--- config.mk ---
export PLATFORM = sky130hd
export DESIGN_NAME = cic_decim
export DESIGN_NICKNAME = d
export VERILOG_FILES = /design/src/rtl/cic_pkg.sv /design/src/rtl/cic_ctrl.sv /design/src/rtl/cic_dp.sv /design/src/rtl/cic_decim.sv
export SDC_FILE = /design/constraint.sdc
export NUM_CORES = 1
export LEC_CHECK = 0
export BUFFER_PORTS_ARGS = -buffer_cell sky130_fd_sc_hd__buf_2
export CORE_ASPECT_RATIO = 0.6
export CORE_MARGIN = 1.5
export CORE_UTILIZATION = 55
export CTS_CLUSTER_DIAMETER = 200
export CTS_CLUSTER_SIZE = 24
export DETAILED_ROUTE_END_ITERATION = 6
export GPL_TIMING_DRIVEN = 0
export PLACE_DENSITY = 0.71
export SLEW_MARGIN = 20
export SYNTH_ARGS = -nofsm -noshare
export SYNTH_HDL_FRONTEND = slang
export SYNTH_HIERARCHICAL = 1
export SYNTH_SLANG_ARGS = --single-unit
--- constraint.sdc ---
create_clock -name clk -period 13.2 [get_ports clk]
set_input_delay 1.98 -clock clk [delete_from_list [all_inputs] [get_ports clk]]
set_output_delay 1.98 -clock clk [all_outputs]
set_load 0.01 [all_outputs]
--- src/rtl/cic_pkg.sv ---
package cic_pkg;
  localparam int DEF_STAGES = 5;
  localparam int DEF_INT_W [DEF_STAGES] = '{25, 22, 20, 18, 16};

  typedef struct packed {
    logic intEn;  // integrators advance
    logic pick;   // decimation instant: combs advance
  } cic_strb_t;
endpackage

--- src/rtl/cic_ctrl.sv ---
module cic_ctrl
  import cic_pkg::*;
#(
  parameter int DECIM = 16,
  localparam int PH_W = $clog2(DECIM)
) (
  input  logic            clk,
  input  logic            rst,
  input  logic            inValid,
  output cic_strb_t       strb,
  output logic [PH_W-1:0] phase
);
  localparam logic [PH_W-1:0] LAST = PH_W'(DECIM - 1);

  always_ff @(posedge clk) begin
    if (rst) begin
      phase <= '0;
    end else if (inValid) begin
      phase <= (phase == LAST) ? '0 : phase + 1'b1;
    end
  end

  always_comb begin
    strb.intEn = inValid;
    strb.pick  = inValid && (phase == LAST);
  end
endmodule

--- src/rtl/cic_dp.sv ---
module cic_dp
  import cic_pkg::*;
#(
  parameter int IN_W   = 5,
  parameter int STAGES = DEF_STAGES,
  parameter int CMB_W  = 16,
  parameter int INT_W [STAGES] = DEF_INT_W
) (
  input  logic             clk,
  input  logic             rst,
  input  cic_strb_t        strb,
  input  logic [IN_W-1:0]  inData,
  output logic             outValid,
  output logic [CMB_W-1:0] outData
);
  localparam int LAST_W = INT_W[STAGES-1];

  // Integrator ladder: each stage adds the registered, truncated value of its predecessor.
  for (genvar k = 0; k < STAGES; k++) begin : gInt
    logic [INT_W[k]-1:0] acc;
    logic [INT_W[k]-1:0] addend;
    if (k == 0) begin : gHead
      assign addend = {{(INT_W[0]-IN_W){inData[IN_W-1]}}, inData};
    end else begin : gBody
      assign addend = gInt[k-1].acc[INT_W[k-1]-1 -: INT_W[k]];
    end
    always_ff @(posedge clk) begin
      if (rst) begin
        acc <= '0;
      end else if (strb.intEn) begin
        acc <= acc + addend;
      end
    end
  end

  // Comb section at the decimated rate.
  logic [CMB_W-1:0] cTap [STAGES+1];
  assign cTap[0] = gInt[STAGES-1].acc[LAST_W-1 -: CMB_W];

  for (genvar k = 0; k < STAGES; k++) begin : gCmb
    logic [CMB_W-1:0] dly;
    always_ff @(posedge clk) begin
      if (rst) begin
        dly <= '0;
      end else if (strb.pick) begin
        dly <= cTap[k];
      end
    end
    assign cTap[k+1] = cTap[k] - dly;
  end

  always_ff @(posedge clk) begin
    if (rst) begin
      outData  <= '0;
      outValid <= 1'b0;
    end else begin
      outValid <= strb.pick;
      if (strb.pick) begin
        outData <= cTap[STAGES];
      end
    end
  end
endmodule

--- src/rtl/cic_decim.sv ---
module cic_decim
  import cic_pkg::*;
#(
  parameter int IN_W   = 5,
  parameter int STAGES = DEF_STAGES,
  parameter int DECIM  = 16,
  parameter int CMB_W  = 16,
  parameter int INT_W [STAGES] = DEF_INT_W
) (
  input  logic             clk,
  input  logic             rst,
  input  logic             inValid,
  input  logic [IN_W-1:0]  inData,
  output logic             outValid,
  output logic [CMB_W-1:0] outData
);
  localparam int PH_W = $clog2(DECIM);

  cic_strb_t       strb;
  logic [PH_W-1:0] phase;

  cic_ctrl #(.DECIM(DECIM)) u_ctrl (
    .clk     (clk),
    .rst     (rst),
    .inValid (inValid),
    .strb    (strb),
    .phase   (phase)
  );

  cic_dp #(
    .IN_W   (IN_W),
    .STAGES (STAGES),
    .CMB_W  (CMB_W),
    .INT_W  (INT_W)
  ) u_dp (
    .clk      (clk),
    .rst      (rst),
    .strb     (strb),
    .inData   (inData),
    .outValid (outValid),
    .outData  (outData)
  );
endmodule

==> impl_metrics.yaml, run 1 <==
floorplanning:
  start_util: 0.568
  ios: 25
  die_h_um: 129
  num_rows: 45
  core-area_um2: 25700
  dieWidth_um: 213
  die_area_um2: 27600
logic_synthesis:
  yosysWarnings: 6
  synth_seq_cells: 202
  syn_area_per_cell_um2: 8.26
  syn_area_um2: 14600
  async_flop_share: 0
  yosys_most_used_dff: "dfxtp_1"
  syn_nets: 1956
  synth_cell_types: 72
  synth_edf_count: 0
  synth.yosys.seq_area_share: 0.277
  synth_cells: 1766
cts:
  cts_resized: 0
  cts.sinks: 202
  htree_levels: 1
  cts_tree: "done"
  postCtsHoldBufs: 0
  cts.reportedPaths.clkPinSlew_ps: 100
  clkLatencyLatePin_ps: 500
  postCtsSetupBuffers: 0
  cts-root-buf: "clkbuf_16"
  cts_buffers: 12
  clk_path_buf_depth: 3
place:
  globalplace.congestion: 0.947
  pre_cts_ws_ps: 5810
  place_hpwl_um: 28900
  port_buffers: 24
  placed_area_um2: 15200
status:
  status: "finished clean"
power_and_ir_drop:
  clockPowerShare: 0.106
  combPwrFrac: 0.719
  internal-power_mw: 2.02
  vdd_drop_max_v: 0.000280
  power.share.switching: 0.472
  powerDensity_nw_per_um2: 247
  power_switching_mw: 1.80
  pwr-share-seq: 0.176
  p_leak_nw: 6.31
critical_path:
  crit_path_frequent_cell: "a21oi_1"
  max_stage_delay_ps: 410
  start_kind: "flip-flop"
  crit_arrival_ps: 7840
  rr_worst_depth: 34
  cp-end-kind: "flip-flop"
  crit_fanout: 5
  crit_path_top_delay_cell: "fa_1"
  cp.required_ps: 13540
  path_class: "reg2reg"
sta:
  worst_pin_slew_ps: 1050
  tns_ps: 0
  skew_ps: 18.2
  min_period_ps: 7500
  fin_crit_sh: 0.568
  hold_viol_final: 0
  slew_violations: 0
  relSlewSlack: 0.301
  hold_ws_ps: 487
  worst_slack_ps: 5700
  setup_viol: 0
  rsz0062_at_grt: "no"
  max_freq_mhz: 133
routing:
  drt_iter0_drc: 1016
  drc: 0
  vias: 12400
  vias_per_cell: 5.77
  antenna_left: 0
  first_pass_iters: 5
  wire_per_inst_um: 17.2
  drt_wl_total_um: 37100
layout:
  final_util: 0.604
  antennaDiodeCount: 0
  final_nets: 1994
  area_growth_syn_to_layout_pct: 6.18
  finalInstanceArea_um2: 15500
  layout-drive-gt1-share: 0.0344
grt:
  grt_start_max_net_pins: 25
  antenna_found_initial: 0
  grt_pass1_wl_um: 59700
  overflow: 0
  grt_pass1_vias: 11400
  grt_usage: 0.272
flow_run:
  drv_cap: 0
hold_path:
  whs_path_depth: 2
  hold_class: "reg2reg"
## area by class of cell
| class | count | area [um2] |
|---|---|---|
| Fill cell | 2327 | 10200 |
| Multi-Input combinational cell | 1370 | 9820 |
| Sequential cell | 202 | 4040 |
| Inverter | 139 | 522 |
| Tap cell | 352 | 440 |
| Clock buffer | 13 | 325 |
| Buffer | 55 | 213 |
| Timing Repair Buffer | 24 | 120 |
| Clock inverter | 1 | 16.3 |
## cell usage after synthesis, types with 11 or more instances
cell type    n  area (um2)
a211oi_1    36         270
a21boi_0    11        82.6
a21o_1      36         270
a21oi_1    126         631
a31oi_1     11        68.8
and3_1      15        93.8
buf_1       17        63.8
clkbuf_1    35         131
dfxtp_1    202        4040
ha_1       172        2150
inv_1      139         522
mux2i_1    119        1190
nand2_1     85         319
nand2b_1    19         119
nand3_1     21         105
nor2_1     260         976
nor2b_1     30         188
nor3_1      41         205
o21a_1      21         158
o21ai_0     80         400
o31a_1      12         105
xnor2_1     90         788
xor2_1      28         245
## critical path: cells and delay by family, from the launching register on
family | cells | cell delay (ps)
simple gates | 3 | 470
flops | 1 | 350
xor+xnor | 5 | 1060
compound gates | 15 | 3180
mux | 1 | 140
buf+inv | 4 | 240
fa+ha+maj | 6 | 1880
## power groups by stage
stage / clock network [mW] / logic, mW / registers, mW
after floorplan: 0 / 2.10 / 0.675
after global placement: 0 / 2.62 / 0.684
after detailed placement: 0 / 2.68 / 0.685
after CTS: 0.414 / 2.69 / 0.670
after global routing: 0.434 / 2.99 / 0.675
final: 0.403 / 2.75 / 0.671
## cells in the final DEF (no fill, tap or decap), types with 13 or more instances in the layout
| cell type | n |
|---|---|
| nor2_1 | 260 |
| dfxtp_1 | 202 |
| ha_1 | 172 |
| inv_1 | 139 |
| a21oi_1 | 126 |
| mux2i_1 | 119 |
| xnor2_1 | 90 |
| nand2_1 | 85 |
| o21ai_0 | 80 |
| nor3_1 | 41 |
| a211oi_1 | 36 |
| a21o_1 | 36 |
| clkbuf_1 | 35 |
| nor2b_1 | 30 |
| xor2_1 | 28 |
| buf_2 | 25 |
| nand3_1 | 21 |
| o21a_1 | 21 |
| nand2b_1 | 19 |
| buf_1 | 17 |
| and3_1 | 15 |
| clkbuf_16 | 13 |
## through the flow
stage	power, mW	std cells
3_3_place_gp	3.30	2142
2_1_floorplan	2.77	1766
4_1_cts	3.78	2156
3_5_place_dp	3.37	2142
5_1_grt	4.10	2156
6_report	3.82	2156
## sequential cells by signal, indices dropped and copies added (netlist names)
name           cells
u_dp/outValid      1
u_dp/outData      16
u_dp/gInt.acc    101
u_dp/gCmb.dly     80
u_ctrl/phase       4
## path summary, 6_finish.rpt
check                                                  startpoint                                end  slack (ps)
worst max-delay path             u_dp/gInt[4].acc[0]$_SDFFE_PP0P_      u_dp/outData[15]$_SDFFE_PP0P_        5700
worst min-delay path            u_dp/gCmb[4].dly[15]$_SDFFE_PP0P_  u_dp/gCmb[4].dly[15]$_SDFFE_PP0P_         490
worst max register to register   u_dp/gInt[4].acc[0]$_SDFFE_PP0P_      u_dp/outData[15]$_SDFFE_PP0P_        5700
worst min register to register  u_dp/gCmb[4].dly[15]$_SDFFE_PP0P_  u_dp/gCmb[4].dly[15]$_SDFFE_PP0P_         490
## layer usage
metal	part of all wire	wire length, um	global-route usage	vias up
met5	0	0	0	-
met4	0.010	375	0.0394	0
li1	-	-	-	6310
met1	0.56	20700	0.446	5772
met3	0.075	2760	0.0490	27
met2	0.36	13300	0.366	339
## cell families (layout without fill, tap and decap cells)
family	Yosys count	count (layout)	synth area share
adders and majority gates	182	182	0.161
xor gates and xnor gates	122	122	0.0766
DFF	202	202	0.277
and+or+nand+nor	524	524	0.163
AOI/OAI and AO/OA	421	421	0.189
muxes	121	121	0.0832
buffers and inverters	194	232	0.0503
Note: power is estimated with default switching activity, not from simulation.
==> run 2, diff against run 1 <==
Settings changed: ABC_AREA set to 1.
Clock period 13.2 ns to 7.2 ns, I/O delays scaled along.
==> run 2 against run 1 <==
  * Design area grew 5.7%
  * Non-clock buffer count grew 13
  * Count of clock-buffer cells in the layout is the same
  * First-iteration DRC count grew 27%
  * Hold slack lost 16 ps
  * Flip-flop and latch count is the same
  * Register-to-register slack lost 5300 ps
  * Die area grew 5.2%
  * Critical path type unchanged
==> impl_metrics.yaml, run 2 <==
sta:
  skew_ps: 25.9
  worst_pin_slew_ps: 939
  hold_ws_ps: 471
  relSlewSlack: 0.374
  worst_slack_ps: 428
  slew_violations: 0
  hold_viol_final: 0
  max_freq_mhz: 148
  fin_crit_sh: 0.941
  min_period_ps: 6770
  setup_viol: 0
cts:
  postCtsHoldBufs: 0
  clk_path_buf_depth: 3
  cts.sinks: 202
  clkLatencyLatePin_ps: 500
  cts-root-buf: "clkbuf_16"
  cts_buffers: 12
  cts_tree: "done"
  cts.reportedPaths.clkPinSlew_ps: 100
  htree_levels: 1
grt:
  grt_pass1_wl_um: 67400
  antenna_found_initial: 1
  overflow: 0
  grt_pass1_vias: 12900
  grt_start_max_net_pins: 25
  grt_usage: 0.289
place:
  place_hpwl_um: 33300
  globalplace.congestion: 0.939
  pre_cts_ws_ps: 382
  port_buffers: 23
  place_inst: 2619
layout:
  regMostFlops: "u_dp/gInt.acc"
  layout-drive-gt1-share: 0.0476
  top_regs: "u_dp/gInt.acc x101, u_dp/gCmb.dly x80, u_dp/outData x16"
  mostFrequentLayoutCells: "inv_1, nand2_1, nor2_1"
  final_util: 0.595
  final_nets: 2459
  final_common_cell: "inv_1"
  final_cells: 2637
  area_growth_syn_to_layout_pct: 6.54
  largest_register_ffs: 101
floorplanning:
  start_util: 0.559
  dieWidth_um: 219
  num_rows: 47
  die_h_um: 132
  core-area_um2: 27500
  die_area_um2: 29000
  ios: 25
critical_path:
  max_stage_delay_ps: 400
  cp.required_ps: 7590
  start_kind: "flip-flop"
  rr_worst_depth: 41
  crit_path_top_delay_cell: "fa_1"
  crit_fanout: 5
  crit_arrival_ps: 7160
  path_class: "reg2reg"
  rrSetupSlack_ps: 430
  crit_path_frequent_cell: "nand2_1"
  cp-end-kind: "flip-flop"
power_and_ir_drop:
  total_power_mw: 7.89
  powerDensity_nw_per_um2: 482
  p_leak_nw: 8.40
  vdd_drop_max_v: 0.00107
routing:
  drt_wl_total_um: 42000
  antenna_left: 0
  vias: 14500
  vias_per_cell: 5.50
  drc: 0
  drt_iter0_drc: 1290
  wire_per_inst_um: 15.9
  first_pass_iters: 5
logic_synthesis:
  synth_area_leaders: "dfxtp_1, ha_1, inv_1"
  syn_area_um2: 15400
  synth_edf_count: 0
  synth.yosys.seq_area_share: 0.263
  synth_cell_types: 51
  syn_area_per_cell_um2: 6.90
  yosysMostFrequentCell: "inv_1"
  yosysTopAreaCellShare: 0.263
  yosys_most_used_dff: "dfxtp_1"
  async_flop_share: 0
  syn_nets: 2419
  yosysWarnings: 6
  synth_seq_cells: 202
  yosys.area.top_type: "dfxtp_1"
  synth_cells: 2229
  synth_common_cells: "inv_1, nand2_1, nor2_1, a21oi_1, o21ai_0"
hold_path:
  whs_path_depth: 2
  hold_class: "reg2reg"
status:
  status: "finished clean"
flow_run:
  drv_cap: 0
==> run 2: changes by cell type after synthesis, moves of 30 or more <==
| cell | before | now |
|---|---|---|
| inv_1 | 139 | 374 |
| xor2_1 | 28 | 91 |
| nand3_1 | 21 | 69 |
| nor3_1 | 41 | 11 |
| o21ai_0 | 80 | 214 |
| xnor2_1 | 90 | 44 |
| mux2i_1 | 119 | 1 |
| a21oi_1 | 126 | 243 |
| nand2_1 | 85 | 305 |
| nor2b_1 | 30 | 0 |
==> run 2: cell type report <==
| cell class | count | area (um2) |
|---|---|---|
| well taps | 367 | 459 |
| plain buffers | 66 | 280 |
| repair buffers | 26 | 138 |
| inverters | 378 | 1420 |
| clock inverters | 1 | 16.3 |
| clock buffers | 13 | 325 |
| fillers | 2647 | 11100 |
| diodes | 1 | 2.50 |
| flip-flops and latches | 202 | 4040 |
| multi-input cells | 1583 | 9690 |
==> run 2: routing by layer <==
metal,GRT usage,part of all wire,vias to the layer above
met5,0,0,-
met4,0.0339,0.0084,0
met3,0.0409,0.083,24
met2,0.390,0.37,432
met1,0.481,0.54,6656
li1,-,-,7381
==> run 2: cells by family (layout without fill, tap and decap cells) <==
family | Yosys count | count (layout) | share of synthesized area
and+or+nand+nor | 668 | 668 | 0.178
AOI/OAI and AO/OA | 597 | 597 | 0.218
buffers and inverters | 444 | 484 | 0.111
DFF | 202 | 202 | 0.263
adders and majority gates | 182 | 182 | 0.153
xor gates and xnor gates | 135 | 135 | 0.0769
muxes | 1 | 1 | 0.000651
other | 0 | 1 | 0
==> run 2: timing repair <==
| item | 4_1_cts | 5_1_grt |
|---|---|---|
| setup buffers | 0 | 3 |
| endpoints found under the setup margin | 0 | 1 |
| resized for setup | 0 | 12 |
==> run 2: path summary, 6_finish.rpt <==
| path | startpoint | end |
|---|---|---|
| worst min-delay path | u_dp/gCmb[0].dly[5]$_SDFFE_PP0P_ | u_dp/gCmb[0].dly[5]$_SDFFE_PP0P_ |
| worst max-delay path | u_dp/gInt[4].acc[0]$_SDFFE_PP0P_ | u_dp/outData[15]$_SDFFE_PP0P_ |
| worst max register to register | u_dp/gInt[4].acc[0]$_SDFFE_PP0P_ | u_dp/outData[15]$_SDFFE_PP0P_ |
| worst min register to register | u_dp/gCmb[0].dly[5]$_SDFFE_PP0P_ | u_dp/gCmb[0].dly[5]$_SDFFE_PP0P_ |
==> run 2: critical path, delay by kind of cell, from the launching register on <==
kind                     cells  cell delay, ps
AO/OA/AOI/OAI                5            1030
XOR/XNOR                     5            1030
adder cells (fa/ha/maj)      6            1890
buffers and inverters        7             510
flip-flops                   1             330
AND/OR/NAND/NOR             18            1850
==> run 2: stage by stage <==
step / instance area, um2 / setup TNS, ps
after global placement: 15900 / 0
after detailed placement: 15900 / 0
after global routing: 16400 / -19.6
after CTS: 16300 / 0
after floorplan: 15400 / 0
final: 16400 / 0
==> run 2: power by group <==
| group | internal, mW | switching, mW |
|---|---|---|
| combinational | 2.23 | 3.66 |
| clock | 0.331 | 0.405 |
| sequential | 1.18 | 0.0818 |
| total | 3.74 | 4.15 |
